## src/rtl/baud_gen_pkg.sv

```systemverilog
package baud_gen_pkg;
    typedef enum logic [1:0] {
        ST_HALT    = 2'd0,
        ST_STOPPED = 2'd1,
        ST_RUN     = 2'd2
    } gen_state_t;
endpackage

```

## src/rtl/baud_div_regs.sv

```systemverilog
module baud_div_regs #(
    parameter int unsigned ADDR_W   = 6,
    parameter int unsigned CLK_W    = 16,
    parameter int unsigned BIT_W    = 8,
    parameter int unsigned CLK_ADDR = 'h18,
    parameter int unsigned BIT_ADDR = 'h34,
    parameter int unsigned CLK_RST  = 0,
    parameter int unsigned BIT_RST  = 15,
    parameter int unsigned BIT_MIN  = 4
) (
    input  logic              clk,
    input  logic              rst_n,
    input  logic              wr_en,
    input  logic [ADDR_W-1:0] wr_addr,
    input  logic [CLK_W-1:0]  wr_data,
    output logic [CLK_W-1:0]  clk_div_q,
    output logic [CLK_W-1:0]  clk_div_nxt,
    output logic [BIT_W-1:0]  bit_eff,
    output logic              reload
);
    localparam logic [ADDR_W-1:0] A_CLK = ADDR_W'(CLK_ADDR);
    localparam logic [ADDR_W-1:0] A_BIT = ADDR_W'(BIT_ADDR);
    localparam logic [BIT_W-1:0]  MIN_V = BIT_W'(BIT_MIN);

    logic             hit_clk, hit_bit;
    logic [BIT_W-1:0] bit_div_q;

    assign hit_clk     = wr_en && (wr_addr == A_CLK);
    assign hit_bit     = wr_en && (wr_addr == A_BIT);
    assign reload      = hit_clk || hit_bit;
    assign clk_div_nxt = hit_clk ? wr_data : clk_div_q;

    always_ff @(posedge clk or negedge rst_n) begin
        if (!rst_n) begin
            clk_div_q <= CLK_W'(CLK_RST);
            bit_div_q <= BIT_W'(BIT_RST);
        end else begin
            if (hit_clk) clk_div_q <= wr_data;
            if (hit_bit) bit_div_q <= wr_data[BIT_W-1:0];
        end
    end

    generate
        if (BIT_MIN > 0) begin : g_clamp
            assign bit_eff = (bit_div_q < MIN_V) ? MIN_V : bit_div_q;
        end else begin : g_raw
            assign bit_eff = bit_div_q;
        end
    endgenerate

    AST_CLK_LOAD: assert property (@(posedge clk) disable iff (!rst_n)
        hit_clk |=> (clk_div_q == $past(wr_data)));
    AST_FOREIGN_ADDR: assert property (@(posedge clk) disable iff (!rst_n)
        (wr_en && !reload) |=> $stable(clk_div_q));
endmodule

```

## src/rtl/baud_sample_ctr.sv

```systemverilog
module baud_sample_ctr #(
    parameter int unsigned W = 16
) (
    input  logic         clk,
    input  logic         rst_n,
    input  logic         run,
    input  logic         reload,
    input  logic [W-1:0] div,
    output logic         tick
);
    logic [W-1:0] cnt_q;
    logic         at_end;

    assign at_end = (cnt_q == div - W'(1));
    assign tick   = run && at_end;

    always_ff @(posedge clk or negedge rst_n) begin
        if (!rst_n)              cnt_q <= '0;
        else if (reload || !run) cnt_q <= '0;
        else if (at_end)         cnt_q <= '0;
        else                     cnt_q <= cnt_q + W'(1);
    end

    AST_SCNT_RANGE: assert property (@(posedge clk) disable iff (!rst_n)
        run |-> (cnt_q < div));
    AST_SCNT_RELOAD: assert property (@(posedge clk) disable iff (!rst_n)
        reload |=> (cnt_q == '0));
    AST_STICK_PULSE: assert property (@(posedge clk) disable iff (!rst_n)
        (tick && !reload && (div > W'(1))) |=> !tick);
endmodule

```

## src/rtl/baud_bit_ctr.sv

```systemverilog
module baud_bit_ctr #(
    parameter int unsigned W = 8
) (
    input  logic         clk,
    input  logic         rst_n,
    input  logic         run,
    input  logic         reload,
    input  logic         stick,
    input  logic [W-1:0] eff,
    output logic         btick
);
    logic [W-1:0] cnt_q;
    logic         last;

    assign last  = (cnt_q == eff);
    assign btick = stick && last;

    always_ff @(posedge clk or negedge rst_n) begin
        if (!rst_n)              cnt_q <= '0;
        else if (reload || !run) cnt_q <= '0;
        else if (stick)          cnt_q <= last ? '0 : cnt_q + W'(1);
    end

    AST_BCNT_RANGE: assert property (@(posedge clk) disable iff (!rst_n)
        run |-> (cnt_q <= eff));
    AST_BCNT_HOLD: assert property (@(posedge clk) disable iff (!rst_n)
        (run && !stick && !reload) |=> $stable(cnt_q));
    AST_BCNT_RELOAD: assert property (@(posedge clk) disable iff (!rst_n)
        reload |=> (cnt_q == '0));
endmodule

```

## src/rtl/baud_rate_gen.sv

```systemverilog
module baud_rate_gen
    import baud_gen_pkg::*;
#(
    parameter int unsigned CLK_DIV_W    = 16,
    parameter int unsigned BIT_DIV_W    = 8,
    parameter int unsigned ADDR_W       = 6,
    parameter int unsigned CLK_DIV_ADDR = 'h18,
    parameter int unsigned BIT_DIV_ADDR = 'h34,
    parameter int unsigned CLK_DIV_RST  = 0,
    parameter int unsigned BIT_DIV_RST  = 15,
    parameter int unsigned BIT_DIV_MIN  = 4
) (
    input  logic                 clk,
    input  logic                 rst_n,
    input  logic                 enable,
    input  logic                 wr_en,
    input  logic [ADDR_W-1:0]    wr_addr,
    input  logic [CLK_DIV_W-1:0] wr_data,
    output logic                 sample_tick,
    output logic                 bit_tick
);
    gen_state_t           state_q, state_d;
    logic [CLK_DIV_W-1:0] clk_div_q, clk_div_nxt;
    logic [BIT_DIV_W-1:0] bit_eff;
    logic                 reload, run, nxt_zero;

    baud_div_regs #(
        .ADDR_W(ADDR_W), .CLK_W(CLK_DIV_W), .BIT_W(BIT_DIV_W),
        .CLK_ADDR(CLK_DIV_ADDR), .BIT_ADDR(BIT_DIV_ADDR),
        .CLK_RST(CLK_DIV_RST), .BIT_RST(BIT_DIV_RST), .BIT_MIN(BIT_DIV_MIN)
    ) u_regs (
        .clk(clk), .rst_n(rst_n), .wr_en(wr_en), .wr_addr(wr_addr),
        .wr_data(wr_data), .clk_div_q(clk_div_q), .clk_div_nxt(clk_div_nxt),
        .bit_eff(bit_eff), .reload(reload)
    );

    assign nxt_zero = (clk_div_nxt == '0);

    // next-state logic
    always_comb begin
        state_d = state_q;
        unique case (state_q)
            ST_HALT: begin
                if (enable) state_d = nxt_zero ? ST_STOPPED : ST_RUN;
            end
            ST_STOPPED: begin
                if (!enable)       state_d = ST_HALT;
                else if (!nxt_zero) state_d = ST_RUN;
            end
            ST_RUN: begin
                if (!enable)       state_d = ST_HALT;
                else if (nxt_zero) state_d = ST_STOPPED;
            end
            default: state_d = ST_HALT;
        endcase
    end

    always_ff @(posedge clk or negedge rst_n) begin
        if (!rst_n) state_q <= ST_HALT;
        else        state_q <= state_d;
    end

    // output decode
    always_comb begin
        run = 1'b0;
        unique case (state_q)
            ST_RUN:  run = 1'b1;
            default: run = 1'b0;
        endcase
    end

    baud_sample_ctr #(.W(CLK_DIV_W)) u_sample (
        .clk(clk), .rst_n(rst_n), .run(run), .reload(reload),
        .div(clk_div_q), .tick(sample_tick)
    );

    baud_bit_ctr #(.W(BIT_DIV_W)) u_bit (
        .clk(clk), .rst_n(rst_n), .run(run), .reload(reload),
        .stick(sample_tick), .eff(bit_eff), .btick(bit_tick)
    );

    AST_HALT_SILENT: assert property (@(posedge clk) disable iff (!rst_n)
        !enable |=> (!sample_tick && !bit_tick));
    AST_ZERO_DIV_SILENT: assert property (@(posedge clk) disable iff (!rst_n)
        (clk_div_q == '0) |-> !sample_tick);
    AST_STATE_LEGAL: assert property (@(posedge clk) disable iff (!rst_n)
        (state_q == ST_HALT) || (state_q == ST_STOPPED) || (state_q == ST_RUN));
    AST_RUN_NONZERO: assert property (@(posedge clk) disable iff (!rst_n)
        (state_q == ST_RUN) |-> (clk_div_q != '0));
endmodule

```

## config.mk

```make
export PLATFORM = sky130hd
export DESIGN_NAME = baud_rate_gen
export DESIGN_NICKNAME = d
export VERILOG_FILES = /design/src/rtl/baud_gen_pkg.sv /design/src/rtl/baud_div_regs.sv /design/src/rtl/baud_sample_ctr.sv /design/src/rtl/baud_bit_ctr.sv /design/src/rtl/baud_rate_gen.sv
export SDC_FILE = /design/constraint.sdc
export NUM_CORES = 1
export LEC_CHECK = 0
export BUFFER_PORTS_ARGS = -buffer_cell sky130_fd_sc_hd__clkbuf_2
export CAP_MARGIN = 15
export CORE_MARGIN = 5
export CORE_UTILIZATION = 55
export CTS_BUF_LIST = sky130_fd_sc_hd__clkbuf_4
export DETAILED_ROUTE_END_ITERATION = 8
export PLACE_DENSITY = 0.72
export REMOVE_ABC_BUFFERS = 1
export SETUP_SLACK_MARGIN = 0.5
export SYNTH_ARGS = -nofsm -noshare
export SYNTH_HDL_FRONTEND = slang
export SYNTH_SLANG_ARGS = --single-unit
```

## constraint.sdc

```tcl
create_clock -name clk -period 4.1 [get_ports clk]
set_input_delay 0.82 -clock clk [delete_from_list [all_inputs] [get_ports clk]]
set_output_delay 0.82 -clock clk [all_outputs]
set_load 0.01 [all_outputs]
```

== After elaboration in Yosys (flattened, before gate mapping) ==
Cells that the tools add are included.

* Flip-flop bits (word level): 50
* Logic and storage cells: 44

* Add/subtract/negate cells: 3
* Magnitude comparators: 1
* Equal/unequal tests: 9
* Muxes and demuxes: 15
* Reduce and logical (&&, ||, !) cells: 11

{| class="wikitable"
|+ Operators with widths
! cell !! number
|-
| $mux W16 || 3
|-
| $mux W8 || 4
|-
| $add A16 B1 Y16 const B || 1
|-
| $eq A16 B16 Y1 || 1
|-
| $logic_not A16 Y1 || 1
|-
| $sub A16 B1 Y16 const B || 1
|-
| $mux W2 || 6
|-
| $add A8 B1 Y8 const B || 1
|-
| $eq A8 B8 Y1 || 1
|-
| $lt A8 B3 Y1 const B || 1
|-
| $eq A6 B5 Y1 const B || 1
|-
| $eq A6 B6 Y1 const B || 1
|-
| $ne A3 B3 Y1 const B || 2
|-
| $pmux W2 S3 || 1
|-
| $logic_and A1 B1 Y1 || 4
|-
| $reduce_and A3 Y1 || 1
|-
| $eq A2 B1 Y1 const B || 1
|-
| $eq A2 B2 Y1 const B || 1
|-
| $logic_not A2 Y1 || 1
|-
| $logic_or A1 B1 Y1 || 2
|-
| $ne A2 B2 Y1 const B || 1
|-
| $reduce_bool A2 Y1 || 1
|-
| $logic_not A1 Y1 || 1
|-
| $mux W1 || 1
|}

== Logic depth before layout (Yosys ltp) ==
* Depth in word-level cells: 7
* Mapped depth: 10

== By module ==
Synthesis repeated with hierarchy kept, for this count alone.

* Cell total of the unflattened synthesis: 286
* Area, all modules: 3060.4 um^2

{| class="wikitable"
|+ Modules (own cells, without submodules)
! module !! instances !! cells each !! area an instance (um^2)
|-
| baud_sample_ctr || 1 || 143 || 1338.8
|-
| baud_div_regs || 1 || 67 || 1038.5
|-
| baud_bit_ctr || 1 || 64 || 564.3
|-
| baud_rate_gen || 1 || 12 || 118.9
|}

== Least setup slack after synthesis ==
No wires, ideal clock.

* Path kind: reg2out
* Start point: register u_regs.clk_div_q[3]
* End point: output bit_tick
* Data arrival time: 2.740 ns
* Setup slack: 0.540 ns
* Stages on the path, launching flop included: 10
* Path through: dfrtp_1 -> buf_6 -> or4_4 -> buf_6 -> nor4_2 -> xnor2_1 -> o2bb2ai_2 -> o22ai_1 -> or4b_4 -> nor4_2

* Word-level cells in the longest chain between the ends: 4

{| class="wikitable"
|+ RTL lines
! element !! line !! RTL
|-
| start: declaration || baud_div_regs.sv:16 || <nowiki>output logic [CLK_W-1:0] clk_div_q,</nowiki>
|-
| start signal: assignment || baud_div_regs.sv:35 || <nowiki>clk_div_q <= CLK_W'(CLK_RST);</nowiki>
|-
| start signal: assignment || baud_div_regs.sv:38 || <nowiki>if (hit_clk) clk_div_q <= wr_data;</nowiki>
|-
| $sub A16 B1 Y16 || baud_sample_ctr.sv:14 || <nowiki>assign at_end = (cnt_q == div - W'(1));</nowiki>
|-
| $eq A16 B16 Y1 || baud_sample_ctr.sv:14 ||
|-
| $logic_and A1 B1 Y1 || baud_sample_ctr.sv:15 || <nowiki>assign tick = run && at_end;</nowiki>
|-
| $logic_and A1 B1 Y1 || baud_bit_ctr.sv:16 || <nowiki>assign btick = stick && last;</nowiki>
|-
| end: declaration || baud_rate_gen.sv:20 || <nowiki>output logic bit_tick</nowiki>
|}

No other way between the ends.

== Final worst setup path ==
* Start point: register u_regs.clk_div_q[4]
* End point: output bit_tick

The elaborated chain is that of the path after synthesis.

==> out/results.ini <==
[outcome]
outcome=completed

[timing]
rsz0062_at_grt=true
min_period_ns=3.800
finalHoldViolCount=0
fin_worst_skew_ns=0.01436
worstMarginPinSlew_ns=0.6859
holdWs_ns=0.3901
slew_violations=0
relSlewSlack_pct=54.27
setup_viol=0
fmax_mhz=263.1
tns_ns=0
post-route-period-util_pct=92.69
setup_slack_ns=0.2997

[synth]
yosysWarningCount=0
synth_top_family_by_area=simple AND/OR/NAND/NOR gates
synth.area.top_cells=dfrtp_1 (37%), mux2_2 (7.6%), xnor2_1 (5.3%)
synthMuxAreaShare_pct=8.872
synthSimpleGateAreaFrac_pct=26.05
yosysTopAreaCell=dfrtp_1
seq_area_frac_synth_pct=40.31
avgSynthCellArea_sq_um=9.416
yosys.area_share.xor_xnor_pct=9.835
ys.flop_type=dfrtp_1
synth-adder-area-share_pct=1.204
netlist_area_sq_mm=0.003117
synthArstFlopShare_pct=100.0
synth_compound_area_share_pct=9.755
synth_edf_count=0
ys_types=56
yosysTopAreaCellShare_pct=36.93
netlist_instances=331
ys_ff_latch=50

[final_layout]
layout_common_cells=dfrtp_1 (41), nor2_1 (39), clkbuf_2 (27)
drive_above_1_share_pct=26.74
mostFrequentLayoutCell=dfrtp_1
syn_to_final_growth_pct=13.65
num-nets-final=402
diodes=0

[floorplanning]
fp-row-count=27
core_sq_mm=0.005507
die_x_microns=85.28
start_util_pct=56.60
pin_count=28
dieArea_sq_mm=0.007273
die_h_microns=85.28

[detailed_routing]
routed-via-count=2624
ant_nets=0
drtIter0Drc=200
dr.pass1.iters=4
wl_per_cell_microns=15.91
drc=0
post_drt_via_cell_ratio=5.883
wl_microns=7098

[worst_setup_path]
rr_worst_depth=9
crit_chain=or4_4 > nor4_4 > xnor2_1 > o2bb2ai_2 > o22ai_2 > or4b_4 > nor4_2 > clkbuf_2
cp_slowest_cell=or4_4
cpPeakStageDelay_ns=0.63
worstSetupPathType=flop to primary output
worstPathRequired_ns=3.28
cp-end-kind=primary output
cp_max_fo=5
worstPathArrival_ns=2.98
start_kind=flop

[place]
post-dp-hpwl_microns=5367
portBuffers=27
place_ws_ns=0.3873
gp_congestion=0.8721

[clock_tree]
clock-sinks=50
htree_levels=2
numCtsBuffers=5
path_clk_slew_ns=0.14
cts_hold_buf=0
clock_latency_ns=0.37
cts_tree=built
clockBufferDepth=2
cts_root_buf=clkbuf_4

[pwr]
power_switching_uw=468.5
pwr_density_cell_mw_per_mm2=369.5
ir_worst_vdd_uv=237.8
intPower_uw=840.5
clkPwrFrac_pct=17.2
p_leak_nw=1.548
pwr-share-comb_pct=37.6
switching_share_pct=35.79
seq_power_share_pct=45.2

[global_route]
grt_max_degree=31
grt_util_all_layers_pct=20.88
grt_use_met3_pct=4.563
met2_usage_pct=33.33
antenna_found_initial=0
grt_first_pass_wirelength_microns=12310
grt.busiest_layer=met2
grt.met1_usage_pct=28.55
overflow=0
grt_pass1_vias=2621

[flow_run]
drv_cap=0

[min_path]
hold_path.class=input pin to async pin

cells in the mapped netlist, drive strengths merged, types with 4 or more instances:
library cell,instances
dfrtp,46
nor2,40
mux2,21
nand2,21
nand3,20
xnor2,19
inv,17
xor2,16
nor4,14
clkbuf,10
nor3,10
nand4,9
o211ai,8
a21oi,6
nor2b,6
o21ai,6
a21o,4
dfstp,4
mux2i,4
or3,4
power groups by stage:
stage / registers [mW] / logic, mW / clock network (mW)
floorplan: 0.590 / 0.302 / 0
global placement: 0.601 / 0.398 / 0
detailed placement: 0.605 / 0.404 / 0
CTS: 0.590 / 0.472 / 0.233
global route: 0.597 / 0.542 / 0.253
finish: 0.591 / 0.493 / 0.225
through the flow:
stage	instances	power, mW	instance area, sq um	utilization (%)
floorplan	319	0.8921	3057	-
global placement	423	0.9989	3319	60.28
detailed placement	423	1.009	3319	60.28
CTS	442	1.294	3505	63.64
global route	446	1.392	3542	64.33
finish	446	1.309	3542	64.33
worst max-delay path, delay by kind of cell (launching register included):
family | cells | cell delay [ns]
DFF | 1 | 0.43
buffers and inverters | 1 | 0.17
and+or+nand+nor | 4 | 1.60
xor gates and xnor gates | 1 | 0.17
AOI/OAI and AO/OA | 2 | 0.25
final cells by class:
type	instances	area, sq um
Tap cell	72	90.09
Clock inverter	2	8.758
Sequential cell	50	1262
Clock buffer	6	45.04
Fill cell	486	1964
Inverter	17	63.81
Multi-Input combinational cell	252	1787
Timing Repair Buffer	47	285.3
cell families (layout without fill, tap and decap cells):
| family | after synthesis | in the layout |
|---|---|---|
| adders and majority gates | 3 | 3 |
| muxes | 25 | 25 |
| buffers and inverters | 29 | 72 |
| DFF | 50 | 50 |
| AOI/OAI and AO/OA | 42 | 42 |
| xor gates and xnor gates | 35 | 35 |
| and+or+nand+nor | 147 | 147 |
timing repair:
item / 4_1_cts / 5_1_grt
endpoints found under the hold margin: 0 / 0
setup buffers: 11 / 4
pin swaps: 12 / 1
endpoints found under the setup margin: 2 / 2
resized for setup: 11 / 2
registers in the layout, summed over array words and instances (netlist names):
name	cells
u_regs.clk_div_q	16
u_sample.cnt_q	16
u_bit.cnt_q	8
u_regs.bit_div_q	8
state_q	2
metal layers:
| layer | vias up | part of all wire [%] |
|---|---|---|
| li1 | 1279 | - |
| met1 | 1248 | 46 |
| met2 | 85 | 45 |
| met3 | 12 | 6.4 |
| met4 | 0 | 2.1 |
| met5 | - | 0 |
final timing paths:
path / startpoint / endpoint / slack (ns)
setup / recovery: u_regs.clk_div_q[4]$_DFF_PN0_ / bit_tick / 0.30
hold / removal: rst_n / u_sample.cnt_q[12]$_DFF_PN0_ / 0.39
setup reg to reg: u_regs.clk_div_q[0]$_DFF_PN0_ / u_sample.cnt_q[1]$_DFF_PN0_ / 1.28
hold reg to reg: u_regs.bit_div_q[2]$_DFFE_PN1P_ / u_regs.bit_div_q[2]$_DFFE_PN1P_ / 0.55
max in group asynchronous: rst_n / u_regs.bit_div_q[1]$_DFFE_PN1P_ / 2.89
min in group clk: u_regs.bit_div_q[2]$_DFFE_PN1P_ / u_regs.bit_div_q[2]$_DFFE_PN1P_ / 0.55
Note: power is estimated with default switching activity, not from simulation.
